**src/rtl/icp_pkg.sv**
```systemverilog
package icp_pkg;

  typedef enum logic [1:0] {
    OP_ACCEPT   = 2'd0,
    OP_EOI      = 2'd1,
    OP_SET_CPPR = 2'd2,
    OP_SET_MFRR = 2'd3
  } op_kind_e;

endpackage

```
**src/rtl/icp_deliver.sv**
```systemverilog
// Decides whether an offered source displaces the pending one.
module icp_deliver #(
  parameter int PRIO_W = 8,
  parameter int SRC_W  = 24
) (
  input  logic [PRIO_W-1:0] cur_prio,
  input  logic [SRC_W-1:0]  pend_src,
  input  logic [PRIO_W-1:0] pend_prio,
  input  logic [PRIO_W-1:0] new_prio,
  output logic              take,
  output logic              drop_old
);
  logic busy;
  logic beaten;

  always_comb begin
    busy     = |pend_src;
    beaten   = busy && (pend_prio <= new_prio);
    take     = (new_prio < cur_prio) && !beaten;
    drop_old = take && busy;
  end
endmodule

```
**src/rtl/icp_ipi_check.sv**
```systemverilog
// Software interrupt check: folds the threshold in as a pseudo-source.
module icp_ipi_check #(
  parameter int PRIO_W = 8,
  parameter int SRC_W  = 24
) (
  input  logic              en,
  input  logic [SRC_W-1:0]  pend_src,
  input  logic [PRIO_W-1:0] pend_prio,
  input  logic [PRIO_W-1:0] thresh,
  output logic              load,
  output logic              drop_old
);
  logic busy;
  logic hold_off;

  always_comb begin
    busy     = |pend_src;
    hold_off = busy && (pend_prio <= thresh);
    load     = en && !hold_off;
    drop_old = load && busy;
  end
endmodule

```
**src/rtl/icp_next_state.sv**
```systemverilog
// Next-state and strobe logic for one presenter.
module icp_next_state
  import icp_pkg::*;
#(
  parameter int PRIO_W  = 8,
  parameter int SRC_W   = 24,
  parameter int IPI_SRC = 2,
  localparam int XIRR_W = PRIO_W + SRC_W
) (
  input  logic [PRIO_W-1:0] cppr,
  input  logic [SRC_W-1:0]  xisr,
  input  logic [PRIO_W-1:0] pend,
  input  logic [PRIO_W-1:0] mfrr,
  input  logic              irq,
  input  logic              op_valid,
  input  logic [1:0]        op_kind,
  input  logic [XIRR_W-1:0] op_data,
  input  logic              req_valid,
  input  logic [SRC_W-1:0]  req_src,
  input  logic [PRIO_W-1:0] req_prio,
  output logic [PRIO_W-1:0] n_cppr,
  output logic [SRC_W-1:0]  n_xisr,
  output logic [PRIO_W-1:0] n_pend,
  output logic [PRIO_W-1:0] n_mfrr,
  output logic              n_irq,
  output logic              n_rd,
  output logic              n_rej,
  output logic [SRC_W-1:0]  n_rej_src,
  output logic              n_eoi,
  output logic [SRC_W-1:0]  n_eoi_src,
  output logic              n_resend
);
  localparam logic [PRIO_W-1:0] IDLE   = {PRIO_W{1'b1}};
  localparam logic [SRC_W-1:0]  IPI_NR = SRC_W'(IPI_SRC);

  logic              busy;
  logic              dl_take, dl_drop;
  logic [PRIO_W-1:0] val;
  logic [PRIO_W-1:0] top_val;

  // stage one: the operation or request itself
  logic [PRIO_W-1:0] m_cppr, m_pend, m_mfrr;
  logic [SRC_W-1:0]  m_xisr;
  logic              m_irq, m_rej, m_want_ipi, m_resend;
  logic [SRC_W-1:0]  m_rej_src;

  logic ipi_load, ipi_drop;

  assign busy    = |xisr;
  assign val     = op_data[PRIO_W-1:0];
  assign top_val = op_data[XIRR_W-1 -: PRIO_W];

  icp_deliver #(.PRIO_W(PRIO_W), .SRC_W(SRC_W)) u_deliver (
    .cur_prio (cppr),
    .pend_src (xisr),
    .pend_prio(pend),
    .new_prio (req_prio),
    .take     (dl_take),
    .drop_old (dl_drop)
  );

  always_comb begin
    m_cppr     = cppr;
    m_xisr     = xisr;
    m_pend     = pend;
    m_mfrr     = mfrr;
    m_irq      = irq;
    m_rej      = 1'b0;
    m_rej_src  = '0;
    m_want_ipi = 1'b0;
    m_resend   = 1'b0;
    n_rd       = 1'b0;
    n_eoi      = 1'b0;
    n_eoi_src  = '0;
    if (op_valid) begin
      case (op_kind_e'(op_kind))
        OP_ACCEPT: begin
          n_rd   = 1'b1;
          m_irq  = 1'b0;
          m_cppr = pend;
          m_xisr = '0;
          m_pend = IDLE;
        end
        OP_EOI: begin
          m_cppr    = top_val;
          n_eoi     = 1'b1;
          n_eoi_src = op_data[SRC_W-1:0];
          if (!busy) begin
            m_resend   = 1'b1;
            m_want_ipi = mfrr < top_val;
          end
        end
        OP_SET_CPPR: begin
          m_cppr = val;
          if (val < cppr) begin
            if (busy && (val <= pend)) begin
              m_xisr    = '0;
              m_pend    = IDLE;
              m_irq     = 1'b0;
              m_rej     = 1'b1;
              m_rej_src = xisr;
            end
          end else if (!busy) begin
            m_resend   = 1'b1;
            m_want_ipi = mfrr < val;
          end
        end
        OP_SET_MFRR: begin
          m_mfrr     = val;
          m_want_ipi = val < cppr;
        end
        default: ;
      endcase
    end else if (req_valid) begin
      if (dl_take) begin
        m_xisr = req_src;
        m_pend = req_prio;
        m_irq  = 1'b1;
        if (dl_drop) begin
          m_rej     = 1'b1;
          m_rej_src = xisr;
        end
      end else begin
        m_rej     = 1'b1;
        m_rej_src = req_src;
      end
    end
  end

  icp_ipi_check #(.PRIO_W(PRIO_W), .SRC_W(SRC_W)) u_ipi (
    .en       (m_want_ipi),
    .pend_src (m_xisr),
    .pend_prio(m_pend),
    .thresh   (m_mfrr),
    .load     (ipi_load),
    .drop_old (ipi_drop)
  );

  // stage two: the software interrupt pseudo-source
  always_comb begin
    n_cppr    = m_cppr;
    n_mfrr    = m_mfrr;
    n_resend  = m_resend;
    n_xisr    = m_xisr;
    n_pend    = m_pend;
    n_irq     = m_irq;
    n_rej     = m_rej;
    n_rej_src = m_rej_src;
    if (ipi_load) begin
      n_xisr = IPI_NR;
      n_pend = m_mfrr;
      n_irq  = 1'b1;
      if (ipi_drop) begin
        n_rej     = 1'b1;
        n_rej_src = m_xisr;
      end
    end
  end
endmodule

```
**src/rtl/irq_presenter.sv**
```systemverilog
module irq_presenter
  import icp_pkg::*;
#(
  parameter int PRIO_W  = 8,
  parameter int SRC_W   = 24,
  parameter int IPI_SRC = 2,
  localparam int XIRR_W = PRIO_W + SRC_W
) (
  input  logic              clk,
  input  logic              rst,
  input  logic              op_valid,
  input  logic [1:0]        op_kind,
  input  logic [XIRR_W-1:0] op_data,
  input  logic              req_valid,
  input  logic [SRC_W-1:0]  req_src,
  input  logic [PRIO_W-1:0] req_prio,
  output logic              irq_out,
  output logic              rd_valid,
  output logic [XIRR_W-1:0] rd_xirr,
  output logic              rej_valid,
  output logic [SRC_W-1:0]  rej_src,
  output logic              eoi_valid,
  output logic [SRC_W-1:0]  eoi_src,
  output logic              resend_pulse
);
  localparam logic [PRIO_W-1:0] IDLE = {PRIO_W{1'b1}};

  logic [PRIO_W-1:0] cppr_q, pend_q, mfrr_q;
  logic [SRC_W-1:0]  xisr_q;

  logic [PRIO_W-1:0] n_cppr, n_pend, n_mfrr;
  logic [SRC_W-1:0]  n_xisr, n_rej_src, n_eoi_src;
  logic              n_irq, n_rd, n_rej, n_eoi, n_resend;

  icp_next_state #(.PRIO_W(PRIO_W), .SRC_W(SRC_W), .IPI_SRC(IPI_SRC)) u_ns (
    .cppr     (cppr_q),
    .xisr     (xisr_q),
    .pend     (pend_q),
    .mfrr     (mfrr_q),
    .irq      (irq_out),
    .op_valid (op_valid),
    .op_kind  (op_kind),
    .op_data  (op_data),
    .req_valid(req_valid),
    .req_src  (req_src),
    .req_prio (req_prio),
    .n_cppr   (n_cppr),
    .n_xisr   (n_xisr),
    .n_pend   (n_pend),
    .n_mfrr   (n_mfrr),
    .n_irq    (n_irq),
    .n_rd     (n_rd),
    .n_rej    (n_rej),
    .n_rej_src(n_rej_src),
    .n_eoi    (n_eoi),
    .n_eoi_src(n_eoi_src),
    .n_resend (n_resend)
  );

  always_ff @(posedge clk) begin
    if (rst) begin
      cppr_q       <= '0;
      xisr_q       <= '0;
      pend_q       <= IDLE;
      mfrr_q       <= IDLE;
      irq_out      <= 1'b0;
      rd_valid     <= 1'b0;
      rd_xirr      <= '0;
      rej_valid    <= 1'b0;
      rej_src      <= '0;
      eoi_valid    <= 1'b0;
      eoi_src      <= '0;
      resend_pulse <= 1'b0;
    end else begin
      cppr_q       <= n_cppr;
      xisr_q       <= n_xisr;
      pend_q       <= n_pend;
      mfrr_q       <= n_mfrr;
      irq_out      <= n_irq;
      rd_valid     <= n_rd;
      if (n_rd) rd_xirr <= {cppr_q, xisr_q};
      rej_valid    <= n_rej;
      rej_src      <= n_rej_src;
      eoi_valid    <= n_eoi;
      eoi_src      <= n_eoi_src;
      resend_pulse <= n_resend;
    end
  end

  // state seen right after reset is released
  assert_reset_state_R1: assert property (@(posedge clk) disable iff (rst)
    $fell(rst) |-> (cppr_q == '0 && xisr_q == '0 && pend_q == IDLE &&
                    mfrr_q == IDLE && !irq_out));

  // line follows the pending number; idle priority when empty
  assert_irq_tracks_pending_R11: assert property (@(posedge clk) disable iff (rst)
    irq_out == (xisr_q != '0));
  assert_idle_when_empty_R11: assert property (@(posedge clk) disable iff (rst)
    (xisr_q == '0) |-> (pend_q == IDLE));

  // a request no better than the current priority bounces
  assert_reject_rule_R2: assert property (@(posedge clk) disable iff (rst)
    (req_valid && !op_valid && req_prio >= cppr_q)
      |=> (rej_valid && rej_src == $past(req_src) && xisr_q == $past(xisr_q)));

  // accept clears the pending source and adopts its priority
  assert_accept_R4: assert property (@(posedge clk) disable iff (rst)
    (op_valid && op_kind == OP_ACCEPT)
      |=> (rd_valid && !irq_out && xisr_q == '0 && cppr_q == $past(pend_q)));

  // lowering the priority under a weaker pending source drops it
  assert_cppr_drop_R5: assert property (@(posedge clk) disable iff (rst)
    (op_valid && op_kind == OP_SET_CPPR && op_data[PRIO_W-1:0] < cppr_q &&
     xisr_q != '0 && op_data[PRIO_W-1:0] <= pend_q)
      |=> (rej_valid && rej_src == $past(xisr_q) && !irq_out));

  // a winning threshold loads the pseudo-source
  assert_ipi_load_R7: assert property (@(posedge clk) disable iff (rst)
    (op_valid && op_kind == OP_SET_MFRR && op_data[PRIO_W-1:0] < cppr_q &&
     (xisr_q == '0 || pend_q > op_data[PRIO_W-1:0]))
      |=> (xisr_q == SRC_W'(IPI_SRC) && pend_q == $past(op_data[PRIO_W-1:0]) && irq_out));

  // end-of-interrupt forwards the number and restores the priority
  assert_eoi_forward_R9: assert property (@(posedge clk) disable iff (rst)
    (op_valid && op_kind == OP_EOI)
      |=> (eoi_valid && eoi_src == $past(op_data[SRC_W-1:0]) &&
           cppr_q == $past(op_data[XIRR_W-1 -: PRIO_W])));

  // a request beside a threshold write that cannot load is ignored
  assert_request_ignored_R10: assert property (@(posedge clk) disable iff (rst)
    (op_valid && op_kind == OP_SET_MFRR && req_valid &&
     !(op_data[PRIO_W-1:0] < cppr_q))
      |=> (!rej_valid && xisr_q == $past(xisr_q)));
endmodule

```
**config.mk**
```make
export PLATFORM = sky130hd
export DESIGN_NAME = irq_presenter
export DESIGN_NICKNAME = d
export VERILOG_FILES = /design/src/rtl/icp_pkg.sv /design/src/rtl/icp_deliver.sv /design/src/rtl/icp_ipi_check.sv /design/src/rtl/icp_next_state.sv /design/src/rtl/irq_presenter.sv
export SDC_FILE = /design/constraint.sdc
export NUM_CORES = 1
export LEC_CHECK = 0
export BUFFER_PORTS_ARGS = -buffer_cell sky130_fd_sc_hd__buf_2
export CAP_MARGIN = 20
export CORE_AREA = 5 5 164 166
export DETAILED_ROUTE_END_ITERATION = 16
export DIE_AREA = 0 0 169 171
export PLACE_DENSITY_LB_ADDON = 0.05
export SYNTH_ARGS = -nofsm -noshare
export SYNTH_HDL_FRONTEND = slang
export SYNTH_HIERARCHICAL = 1
export SYNTH_SLANG_ARGS = --single-unit
```
**constraint.sdc**
```tcl
create_clock -name clk -period 13.8 [get_ports clk]
set_clock_uncertainty 0.05 [all_clocks]
set_input_delay 0.69 -clock clk [delete_from_list [all_inputs] [get_ports clk]]
set_output_delay 0.69 -clock clk [all_outputs]
set_load 0.05 [all_outputs]
```
# Word-level counts from Yosys, hierarchy flattened
# Index checks and enable logic that the tools add are counted.
classes:
  n_reduce_logical: 20
  n_lt_le_gt_ge: 7
  eq_ne: 6
  n_mux: 53
  bitwise_logic: 2
ops:
  columns: ["operator", "n"]
  rows:
  - ["$mux W24", 14]
  - ["$mux W8", 8]
  - ["$pmux W24 S2", 1]
  - ["$reduce_or A24 Y1", 2]
  - ["$lt A8 B8 Y1", 4]
  - ["$le A8 B8 Y1", 3]
  - ["$mux W1", 24]
  - ["$pmux W8 S3", 1]
  - ["$pmux W8 S2", 1]
  - ["$reduce_bool A3 Y1", 3]
  - ["$ne A4 B2 Y1 const B", 2]
  - ["$logic_and A1 B1 Y1", 7]
  - ["$reduce_and A5 Y1", 1]
  - ["$eq A2 B2 Y1 const B", 2]
  - ["$ne A4 B1 Y1 const B", 1]
  - ["$pmux W1 S2", 2]
  - ["$reduce_or A2 Y1", 2]
  - ["$pmux W1 S3", 1]
  - ["$reduce_or A3 Y1", 1]
  - ["$eq A2 B1 Y1 const B", 1]
  - ["$logic_not A1 Y1", 2]
  - ["$logic_not A2 Y1", 1]
  - ["$mux W2", 1]
  - ["$not A1 Y1", 2]
  - ["$reduce_and A2 Y1", 1]
totals:
  in_bits: 70
  reg_bits: 133

# Longest topological paths before layout
# Gate-level depths: netlist of run 1.
logic_depth:
  depth_word: 14
  mapped_depth: 27
  depth_no_buf: 22

# Modules after synthesis
# The synthesis of run 1 kept the hierarchy.
by_module_without_submodules:
  columns: ["module", "n_inst", "cells_each", "area_each_um2"]
  rows:
  - ["irq_presenter", 1, 316, 3865.0]
  - ["icp_next_state", 1, 510, 3056.7]
  - ["icp_deliver", 1, 60, 449.2]
  - ["icp_ipi_check", 1, 40, 299.0]

# Worst setup path before layout of run 1
# No wires, ideal clock.
synth_path:
  path_kind: "input -> register"
  startpoint: "in req_prio[1]"
  endpoint: "reg rej_src[14]"
  setup_time_ns: 0.065
  t_arrival_ns: 5.127
  setup_slack_ns: 8.558
  required_time_ns: 13.685
  path_stages: 24
  cell_sequence: "ha_1 -> a211o_1 -> a21oi_1 -> o211ai_1 -> a21oi_1 -> clkbuf_1 -> nand2_1 -> nor2_1 -> clkbuf_1 -> nor2_1 -> a21oi_1 -> nand2_1 -> ha_1 -> and4_1 -> nand2_1 -> o211ai_1 -> a31oi_1 -> clkbuf_1 -> and2_1 -> clkbuf_1 -> clkbuf_1 -> clkbuf_1 -> a221o_2 -> nor2b_1"
synth_between:
  elab_chain_cells: 14
  elab_cells_between_ends: 24
  classes_between: "order compare (3); mux (12); reduce/logical (9)"
synth_lines:
  columns: ["element", "line", "source"]
  rows:
  - ["start, declared", "irq_presenter.sv:16", "input logic [PRIO_W-1:0] req_prio,"]
  - ["$le A8 B8 Y1", "icp_deliver.sv:18", "beaten = busy && (pend_prio <= new_prio);"]
  - ["$logic_and A1 B1 Y1", "icp_deliver.sv:18", null]
  - ["$logic_not A1 Y1", "icp_deliver.sv:19", "take = (new_prio < cur_prio) && !beaten;"]
  - ["$logic_and A1 B1 Y1 (*)", "icp_deliver.sv:19", null]
  - ["via u_ns.dl_take", "icp_next_state.sv:37", "logic dl_take, dl_drop;"]
  - ["$mux W8 (*)", "icp_next_state.sv:115", "if (dl_take) begin"]
  - ["$mux W8 (*)", "icp_next_state.sv:114", "end else if (req_valid) begin"]
  - ["$mux W8 (*)", "icp_next_state.sv:75", "if (op_valid) begin"]
  - ["via u_ns.m_pend[5]", "icp_next_state.sv:42", "logic [PRIO_W-1:0] m_cppr, m_pend, m_mfrr;"]
  - ["(+1 left out)", null, null]
  - ["$logic_and A1 B1 Y1 (*)", "icp_ipi_check.sv:18", "hold_off = busy && (pend_prio <= thresh);"]
  - ["$logic_not A1 Y1 (*)", "icp_ipi_check.sv:19", "load = en && !hold_off;"]
  - ["$logic_and A1 B1 Y1 (*)", "icp_ipi_check.sv:19", null]
  - ["via u_ns.ipi_load", "icp_next_state.sv:47", "logic ipi_load, ipi_drop;"]
  - ["$logic_and A1 B1 Y1", "icp_ipi_check.sv:20", "drop_old = load && busy;"]
  - ["$mux W24", "icp_next_state.sv:153", "if (ipi_drop) begin"]
  - ["$mux W24 (*)", "icp_next_state.sv:149", "if (ipi_load) begin"]
  - ["via n_rej_src[14]", "irq_presenter.sv:32", "logic [SRC_W-1:0] n_xisr, n_rej_src, n_eoi_src;"]
  - ["end signal, assigned", "irq_presenter.sv:83", "rej_src <= n_rej_src;"]
  - ["end, declared", "irq_presenter.sv:21", "output logic [SRC_W-1:0] rej_src,"]
# The timed path passes the listed nets; every way through them passes the cells marked *.
# A chain may end at the register's enable or synchronous reset.

# Worst setup path in the final report of run 1
layout_path:
  startpoint: "reg xisr_q[1]"
  endpoint: "reg rej_src[21]"
layout_between:
  elab_chain_cells: 14
  elab_cells_between_ends: 38
  classes_between: "order compare (1); mux (26); reduce/logical (11)"
layout_lines:
  columns: ["element", "line", "source"]
  rows:
  - ["start, declared", "irq_presenter.sv:29", "logic [SRC_W-1:0] xisr_q;"]
  - ["start signal, assigned", "irq_presenter.sv:76", "xisr_q <= n_xisr;"]
  - ["$reduce_or A24 Y1 (*)", "icp_deliver.sv:17", "busy = |pend_src;"]
  - ["$logic_and A1 B1 Y1 (*)", "icp_deliver.sv:18", null]
  - ["$logic_not A1 Y1 (*)", "icp_deliver.sv:19", null]
  - ["$logic_and A1 B1 Y1 (*)", "icp_deliver.sv:19", null]
  - ["via u_ns.dl_take", "icp_next_state.sv:37", null]
  - ["$mux W8 (*)", "icp_next_state.sv:115", null]
  - ["$mux W8 (*)", "icp_next_state.sv:114", null]
  - ["$mux W8 (*)", "icp_next_state.sv:75", null]
  - ["via u_ns.m_pend[2]", "icp_next_state.sv:42", null]
  - ["(+1 left out)", null, null]
  - ["$logic_and A1 B1 Y1 (*)", "icp_ipi_check.sv:18", null]
  - ["$logic_not A1 Y1 (*)", "icp_ipi_check.sv:19", null]
  - ["$logic_and A1 B1 Y1 (*)", "icp_ipi_check.sv:19", null]
  - ["via u_ns.ipi_load", "icp_next_state.sv:47", null]
  - ["$logic_and A1 B1 Y1", "icp_ipi_check.sv:20", null]
  - ["$mux W24", "icp_next_state.sv:153", null]
  - ["$mux W24 (*)", "icp_next_state.sv:149", null]
  - ["via n_rej_src[21]", "irq_presenter.sv:32", null]
# Marked as above.

==> results of run 1 <==
[how the worst min path moves through the flow]
stage	slack [ns]	start	end	depth (start not counted)
3_5_place_dp	0.43	rd_xirr[13]	rd_xirr[13]	2
2_1_floorplan	0.45	cppr_q[0]	rd_xirr[24]	2
4_1_cts	0.45	rd_xirr[13]	rd_xirr[13]	2
5_1_grt	0.46	rd_xirr[19]	rd_xirr[19]	2
3_3_place_gp	0.42	rd_xirr[30]	rd_xirr[30]	2
6_report	0.44	rd_xirr[28]	rd_xirr[28]	2
[per-stage QoR]
stage	hold WS (ns)	instance area [um2]	utilization	power, mW
6_report	0.438	9310	0.365	1.15
3_3_place_gp	0.421	8670	0.340	0.665
4_1_cts	0.445	9300	0.365	1.17
3_5_place_dp	0.430	8670	0.340	0.664
2_1_floorplan	0.452	7670	-	0.588
5_1_grt	0.459	9310	0.365	1.22
[where the power goes]
| group | internal (mW) | switching, mW |
|---|---|---|
| combinational | 0.0917 | 0.151 |
| clock | 0.305 | 0.194 |
| sequential | 0.398 | 0.0142 |
| total | 0.795 | 0.359 |
[tightest hold or removal path: stages (launching register included)]
cell	delay, ns
dfxtp_1	0.32
mux2i_1	0.06
nor2_1	0.07
[state kept, by name (all words and copies together), names as in the netlist]
signal / flops
mfrr_q: 8
rej_valid: 1
cppr_q: 8
eoi_valid: 1
resend_pulse: 1
rd_xirr: 32
eoi_src: 24
xisr_q: 24
pend_q: 8
rej_src: 24
irq_out: 1
rd_valid: 1
[area by class of cell]
| type | instances | area, um2 |
|---|---|---|
| fill | 2726 | 16200 |
| multi-input combinational | 649 | 4420 |
| sequential | 133 | 2660 |
| timing repair buffer | 166 | 863 |
| clock buffer | 18 | 429 |
| tap | 335 | 419 |
| inverter | 83 | 312 |
| clock inverter | 14 | 198 |
| antenna | 1 | 2.50 |
[kinds of logic after synthesis]
family / synth area share
AND/OR/NAND/NOR: 0.246
AO/OA/AOI/OAI: 0.155
buffers and inverters: 0.0816
flip-flops: 0.347
multiplexers: 0.0773
adder cells (fa/ha/maj): 0.0930
[cells in the final DEF, fill, tap and decap left out, drive strengths merged, types with 2 or more instances in the layout]
cell	n
nor3	24
nand2	91
o21ai	23
o21a	2
clkbuf	18
nand2b	5
bufinv	4
nand4	11
nor4	18
and4	3
a211oi	5
o211ai	15
inv	87
a21o	9
or2	17
nor2	74
a222oi	8
nor2b	90
a31oi	24
a21oi	47
a221o	24
buf	166
mux2i	58
and2	5
clkinv	4
a211o	4
ha	57
clkinvlp	2
dfxtp	133
and3	24
[layer usage]
layer | share of wire | routed length, um | GRT usage | up-vias
li1 | - | - | - | 3444
met2 | 0.43 | 10700 | 0.258 | 162
met5 | 0 | 0 | 0 | -
met3 | 0.047 | 1180 | 0.0340 | 13
met4 | 0.0090 | 224 | 0.0434 | 0
met1 | 0.52 | 12900 | 0.254 | 3165
==> impl_metrics.json, run 1 <==
{
  "fmax_ghz": 0.141,
  "syn_area_per_cell_um2": 8.28,
  "grt_max_degree": 88,
  "slowest_stage": "nor2_1",
  "row_count": 59,
  "cp_num_buf_inv": 2,
  "cp-endpoint": "rej_src[21]",
  "io_pins": 155,
  "post_cts_buffers": 0,
  "rsz0062_at_grt": "false",
  "antenna_found_initial": 1,
  "status": "complete, no violations",
  "fin_setup_tns_ns": 0,
  "grt_pass1_wl_um": 39000,
  "dp_cells": 1365,
  "cts_tree": "yes",
  "start_util": 0.301,
  "grt_pass1_vias": 6562,
  "post_cts_resized": 0,
  "cp_cell_sequence": "nor4_1 > nand4_1 > nand3b_1 > a21oi_4 > buf_4 > nand2_1 > nor2_1 > nor2_1 > a21oi_1 > nand2_1 > ha_1 > and4_1 > nand2_1 > o211ai_1 > a31oi_4 > and2_1 > buf_4 > nand2_1 > mux2i_4 > a221o_2 > nor2b_1",
  "drt_wl_total_um": 24900,
  "viasPerCell": 4.85,
  "startpoint": "xisr_q[1]",
  "dieArea_mm2": 0.0289,
  "grtUsageTotal": 0.172,
  "clk_pin_slew_ns": 0.06,
  "r2r_start": "xisr_q[1]",
  "die_w_um": 169,
  "synth_area_leaders": "dfxtp_1, ha_1, mux2i_1",
  "yosysSeqAreaShare": 0.347,
  "min_period_ns": 7.11,
  "place_congestion": 0.772,
  "ant_nets": 0,
  "r2r_end": "rej_src[21]",
  "cts_sinks": 133,
  "netlist_area_mm2": 0.00767,
  "ys.warnings.count": 6,
  "synth_top_area_share": 0.347,
  "insertion_delay_ns": 0.42,
  "worst-path-max-fanout": 49,
  "synth_async_sr_flop_share": 0,
  "vdd_drop_max_mv": 0.0595,
  "worstSetupEndpointType": "flop",
  "slew_headroom": 0.322,
  "required_ns": 14.09,
  "synth_most_common_cell": "dfxtp_1",
  "worst_path_most_repeated_cell": "nand2_1",
  "period_share": 0.515,
  "startpoint_type": "flop",
  "cp_top_family": "simple AND/OR/NAND/NOR gates",
  "cp.arrival_ns": 7.40,
  "synth_largest_area_cell": "dfxtp_1",
  "drv_cap": 0,
  "hold_path.class": "reg2reg",
  "powerDensity_mw_per_mm2": 124,
  "post_drt_wl_per_cell_um": 17.8,
  "detail_route.iter0.violations": 442,
  "cp.depth": 21,
  "postCtsHoldBufs": 0,
  "setup_ws_ns": 6.69,
  "final_cells": 1399,
  "synth_edf_count": 0,
  "r2r_cells": 21,
  "layout-drive-gt1-share": 0.216,
  "worst_slew_pin_slew_ns": 1.01,
  "netlist_instances": 926,
  "dp_hpwl_um": 18000,
  "reg2reg_slack_ns": 6.69,
  "cts-htree-levels": 4,
  "critPathKind": "reg2reg",
  "drc": 0,
  "slowest_delay_ns": 1.03,
  "clk_path_buf_depth": 2,
  "synth_commonest_cells": "dfxtp_1, nand2_1, nor2b_1",
  "coreArea_mm2": 0.0255,
  "pre_cts_ws_ns": 6.38,
  "slew_viol_final": 0,
  "ys_ff_latch": 133,
  "cts_buffers": 17,
  "area_delta_synth_final_pct": 21.3,
  "final_nets": 1177,
  "power.leakage_nw": 4.43,
  "hold_violations": 0,
  "synth_ff_type": "dfxtp_1",
  "grt_overflow": 0,
  "die_h_um": 171,
  "vias": 6784,
  "synth.net_count": 1053,
  "yosysUniqueCellTypes": 49,
  "dr.pass1.iters": 6,
  "setup_viol": 0,
  "portBuffers": 154,
  "clock-root-buffer": "clkbuf_16"
}
No activity file was read; power rests on OpenSTA's default activity.
==> inputs of run 2 (changes only) <==
--- a/config.mk
+++ b/config.mk
@@ -5,11 +5,12 @@
 export SDC_FILE = /design/constraint.sdc
 export NUM_CORES = 1
 export LEC_CHECK = 0
+export ABC_AREA = 1
 export BUFFER_PORTS_ARGS = -buffer_cell sky130_fd_sc_hd__buf_2
 export CAP_MARGIN = 20
-export CORE_AREA = 5 5 164 166
+export CORE_AREA = 5 5 174 176
 export DETAILED_ROUTE_END_ITERATION = 16
-export DIE_AREA = 0 0 169 171
+export DIE_AREA = 0 0 179 181
 export PLACE_DENSITY_LB_ADDON = 0.05
 export SYNTH_ARGS = -nofsm -noshare
 export SYNTH_HDL_FRONTEND = slang
==> constraint.sdc (replaced) <==
create_clock -name clk -period 6.9 [get_ports clk]
set_clock_uncertainty 0.05 [all_clocks]
set_input_delay 0.345 -clock clk [delete_from_list [all_inputs] [get_ports clk]]
set_output_delay 0.345 -clock clk [all_outputs]
set_load 0.05 [all_outputs]
==> impl_metrics.json, run 2 <==
{
  "coreArea_mm2": 0.0285,
  "insertion_delay_ns": 0.42,
  "yosysSeqAreaShare": 0.307,
  "detail_route.iter0.violations": 534,
  "vdd_drop_max_mv": 0.146,
  "rsz0062_at_grt": "false",
  "final_common_cell": "nand2_1",
  "synth_top_area_share": 0.307,
  "grt_pass1_vias": 8059,
  "setup_viol": 0,
  "start_util": 0.304,
  "cts_sinks": 133,
  "pre_cts_ws_ns": 1.66,
  "io_pins": 155,
  "required_ns": 7.16,
  "netlist_instances": 1430,
  "slowest_delay_ns": 0.57,
  "cts-htree-levels": 4,
  "synth_edf_count": 0,
  "cp_cell_sequence": "ha_1 > a21oi_1 > nor2_1 > nor2_1 > nand2_2 > a21oi_1 > nor2_2 > buf_4 > nand2_1 > inv_1 > o21ai_0 > nand2_1 > nor2_1 > nand2_1 > nor2_1 > nand3_1 > a21oi_2 > buf_4 > clkinv_1 > nand2_1 > nand2_1 > or2_2",
  "die_h_um": 181,
  "dp_hpwl_um": 20400,
  "portBuffers": 154,
  "cts_buffers": 17,
  "cts_tree": "yes",
  "postCtsHoldBufs": 0,
  "final_cell_mix": "nand2_1, nor2_1, inv_1",
  "row_count": 62,
  "drt_wl_total_um": 28300,
  "synth_largest_area_cell": "dfxtp_1",
  "final_cell_area_mm2": 0.0103,
  "hold_path.class": "in2reg",
  "netlist_area_mm2": 0.00866,
  "viasPerCell": 4.37,
  "post_cts_buffers": 0,
  "dr.pass1.iters": 5,
  "worstSetupEndpointType": "flop",
  "hold_violations": 0,
  "dieArea_mm2": 0.0324,
  "grt_overflow": 0,
  "top_register": "rd_xirr",
  "post_drt_wl_per_cell_um": 14.6,
  "synth_async_sr_flop_share": 0,
  "layout-drive-gt1-share": 0.156,
  "fin_setup_tns_ns": 0,
  "slew_viol_final": 0,
  "drc": 0,
  "area_delta_synth_final_pct": 18.4,
  "power.total_mw": 2.43,
  "syn_area_per_cell_um2": 6.06,
  "vias": 8506,
  "yosysUniqueCellTypes": 37,
  "grt_max_degree": 66,
  "slowest_stage": "o21ai_0",
  "cp_top_family": "simple AND/OR/NAND/NOR gates",
  "clock-root-buffer": "clkbuf_16",
  "worst-path-max-fanout": 32,
  "diodes": 0,
  "fillers": 3211,
  "period_share": 0.759,
  "status": "complete, no violations",
  "grt_pass1_wl_um": 44700,
  "critPathKind": "reg2reg",
  "antenna_found_initial": 0,
  "final_util": 0.360,
  "post_cts_resized": 0,
  "drv_cap": 0,
  "dpl_cell_area_mm2": 0.00963,
  "worst_slew_pin_slew_ns": 1.04,
  "cp_num_buf_inv": 4,
  "synth_commonest_cells": "nand2_1, nor2_1, inv_1",
  "fmax_ghz": 0.191,
  "largest_reg_flops": 32,
  "synth_ff_type": "dfxtp_1",
  "clk_path_buf_depth": 2,
  "final_nets": 1675,
  "cp.arrival_ns": 5.50,
  "place_congestion": 0.846,
  "slew_headroom": 0.303,
  "ys.warnings.count": 6,
  "setup_ws_ns": 1.66,
  "min_period_ns": 5.24,
  "ant_nets": 0,
  "ys_ff_latch": 133,
  "powerDensity_mw_per_mm2": 236,
  "worst_path_most_repeated_cell": "nand2_1",
  "startpoint_type": "flop",
  "clk_pin_slew_ns": 0.07,
  "synth_area_leaders": "dfxtp_1, nand2_1, nor2_1",
  "die_w_um": 179,
  "synth.net_count": 1557,
  "power.leakage_nw": 5.40,
  "grtUsageTotal": 0.174
}
[run 2: cell types whose count changed in the layout (fill, tap and decap cells not counted), moves of 31 or more]
cell	previous run	this run
nor2_1	73	329
nand2_1	91	330
inv_1	83	249
nor2b_1	90	0
mux2i_1	57	0
o21ai_0	22	69
a21oi_1	44	75
[run 2: final cells by class]
type | count | area [um2] | area share
Timing Repair Buffer | 164 | 881 | 0.0859
Clock inverter | 15 | 158 | 0.0154
Tap cell | 384 | 480 | 0.0468
Inverter | 259 | 972 | 0.0948
Sequential cell | 133 | 2660 | 0.260
Multi-Input combinational cell | 973 | 4680 | 0.456
Clock buffer | 17 | 425 | 0.0415
[run 2: metal layers]
| layer | vias to the layer above | GRT usage | routed length (um) |
|---|---|---|---|
| met5 | - | 0 | 0 |
| met4 | 0 | 0.0408 | 363 |
| met3 | 19 | 0.0272 | 1560 |
| met2 | 216 | 0.249 | 11300 |
| met1 | 3713 | 0.270 | 15100 |
| li1 | 4558 | - | - |
[run 2: power by group]
part | switching (mW) | internal (mW) | leakage, nW
sequential | 0.0485 | 0.810 | 1.08
clock | 0.416 | 0.513 | 0.287
combinational | 0.438 | 0.200 | 4.03
[run 2: cells by family after synthesis]
kind of cell / count (synthesis) / share of synthesized area
buffers and inverters: 324 / 0.153
and+or+nand+nor: 733 / 0.342
adders and majority gates: 57 / 0.0823
DFF: 133 / 0.307
AOI/OAI and AO/OA: 183 / 0.116
[run 2: worst paths after layout]
check	from	endpoint	slack, ns	cells past startpoint
setup / recovery	pend_q[5]	pend_q[0]	1.66	22
hold / removal	op_data[15]	eoi_src[15]	0.15	5
setup reg to reg	pend_q[5]	pend_q[0]	1.66	22
hold reg to reg	rd_xirr[10]	rd_xirr[10]	0.42	2
[run 2: worst min-delay path, cell delays in order]
cell and delay (ns):
buf_2 0.09, inv_1 0.04, nor2_1 0.03, inv_1 0.04, nor2_1 0.03
[run 2: metrics by stage]
stage | hold WS [ns] | cells
CTS | 0.128 | 1943
global placement | 0.402 | 1911
floorplan | 0.448 | 1430
global route | 0.147 | 1945
detailed placement | 0.410 | 1911
finish | 0.152 | 1945
==> inputs of run 3 (changes only) <==
==> constraint.sdc (replaced) <==
create_clock -name clk -period 4.7 [get_ports clk]
set_clock_uncertainty 0.05 [all_clocks]
set_input_delay 0.235 -clock clk [delete_from_list [all_inputs] [get_ports clk]]
set_output_delay 0.235 -clock clk [all_outputs]
set_load 0.05 [all_outputs]
==> impl_metrics.json, run 3 (synthesized netlist as in run 2, its figures left out) <==
{
  "hold_path.class": "in2reg",
  "portBuffers": 154,
  "cp_num_buf_inv": 8,
  "dp_hpwl_um": 20600,
  "final_nets": 1680,
  "clk_path_buf_depth": 2,
  "clk_pin_slew_ns": 0.07,
  "period_share": 0.868,
  "dpl_cell_area_mm2": 0.00971,
  "cts-htree-levels": 4,
  "grt_pass1_wl_um": 45800,
  "worst-path-max-fanout": 48,
  "internal_power_mw": 2.19,
  "coreArea_mm2": 0.0285,
  "slowest_delay_ns": 0.39,
  "vias": 8640,
  "slew_viol_final": 0,
  "slew_headroom": 0.378,
  "layout-drive-gt1-share": 0.159,
  "r2r_cells": 30,
  "fillers": 3225,
  "power.total_mw": 3.52,
  "dieArea_mm2": 0.0324,
  "diodes": 0,
  "switching_share": 0.379,
  "r2r_end": "rej_src[1]",
  "min_from": "op_data[8]",
  "die_h_um": 181,
  "rsz0062_at_grt": "false",
  "grt_max_degree": 68,
  "required_ns": 4.93,
  "fmax_ghz": 0.245,
  "powerDensity_mw_per_mm2": 343,
  "multi_input_area_mm2": 0.00468,
  "detail_route.iter0.violations": 559,
  "reg2reg_slack_ns": 0.62,
  "vdd_drop_max_mv": 0.186,
  "fin_setup_tns_ns": 0,
  "cp.depth": 30,
  "grt_pass1_vias": 8238,
  "cts_buffers": 17,
  "row_count": 62,
  "hold_slack_ns": 0.0271,
  "dr.pass1.iters": 5,
  "grtUsageTotal": 0.178,
  "seqCellArea_mm2": 0.00266,
  "top_register": "rd_xirr",
  "drt_wl_total_um": 28600,
  "worstSetupEndpointType": "flop",
  "post_cts_resized": 0,
  "hold_violations": 0,
  "drc": 0,
  "min_period_ns": 4.08,
  "min_path_cells": 5,
  "final_common_cell": "nand2_1",
  "io_pins": 155,
  "start_util": 0.304,
  "post_cts_buffers": 0,
  "power.share.clock": 0.374,
  "worst_slew_pin_slew_ns": 0.931,
  "critPathKind": "reg2reg",
  "status": "complete, no violations",
  "power.leakage_nw": 5.42,
  "area_delta_synth_final_pct": 18.7,
  "cp.arrival_ns": 4.31,
  "antenna_found_initial": 0,
  "power_switching_mw": 1.34,
  "post_drt_wl_per_cell_um": 14.7,
  "p_seq_frac": 0.356,
  "final_cell_mix": "nand2_1, nor2_1, inv_1",
  "drv_cap": 0,
  "cts_sinks": 133,
  "insertion_delay_ns": 0.43,
  "ant_nets": 0,
  "place_congestion": 0.847,
  "slowest_stage": "dfxtp_1",
  "viasPerCell": 4.43,
  "startpoint_type": "flop",
  "postCtsHoldBufs": 0,
  "cts_tree": "yes",
  "r2r_start": "cppr_q[5]",
  "worst_path_most_repeated_cell": "nand2_1",
  "holdPathEnd": "eoi_src[8]",
  "setup_viol": 0,
  "largest_reg_flops": 32,
  "final_cell_area_mm2": 0.0103,
  "clock-root-buffer": "clkbuf_16",
  "die_w_um": 179,
  "cp_top_family": "simple AND/OR/NAND/NOR gates",
  "grt_overflow": 0,
  "comb_power_share": 0.270
}
[run 3: routing by layer]
layer  vias to the layer above  share of wire  GRT usage
met5                         -              0          0
met4                         0          0.013     0.0476
met3                        23          0.061     0.0263
met2                       242           0.40      0.256
met1                      3800           0.52      0.275
li1                       4575              -          -
[run 3: how the worst max path moves through the flow]
stage / startpoint / end / slack [ns]
finish: cppr_q[5] / rej_src[1] / 0.62
global placement: req_prio[7] / rej_src[1] / 0.67
detailed placement: req_prio[7] / rej_src[1] / 0.62
global route: cppr_q[5] / rej_src[18] / 0.04
CTS: pend_q[6] / rej_src[1] / 0.62
floorplan: cppr_q[5] / rej_src[23] / 0.80
[run 3: power by group through the flow]
stage               logic, mW  registers, mW  clock network, mW
finish                  0.950           1.26               1.32
global route             1.08           1.27               1.42
CTS                     0.958           1.26               1.37
detailed placement      0.953           1.28                  0
global placement        0.952           1.28                  0
floorplan               0.594           1.36                  0
[run 3: area by class of cell]
cell class                      count  share of cell area
Sequential cell                   133               0.259
Clock buffer                       17              0.0413
Inverter                          259              0.0945
Tap cell                          384              0.0467
Timing Repair Buffer              169              0.0910
Clock inverter                     15              0.0129
Multi-Input combinational cell    973               0.455
[run 3: worst register-to-register path: cells and delay by family (launching register included)]
| kind | cells | cell delay (ns) |
|---|---|---|
| flops | 1 | 0.39 |
| compound gates | 4 | 0.68 |
| buf+inv | 8 | 0.87 |
| simple gates | 16 | 1.32 |
| fa+ha+maj | 2 | 0.62 |
[run 3: through the flow]
step / cells / setup slack [ns] / util
floorplan: 1430 / 0.797 / -
global placement: 1917 / 0.666 / 0.341
detailed placement: 1917 / 0.625 / 0.341
CTS: 1949 / 0.621 / 0.361
global route: 1950 / 0.0394 / 0.361
finish: 1950 / 0.619 / 0.361
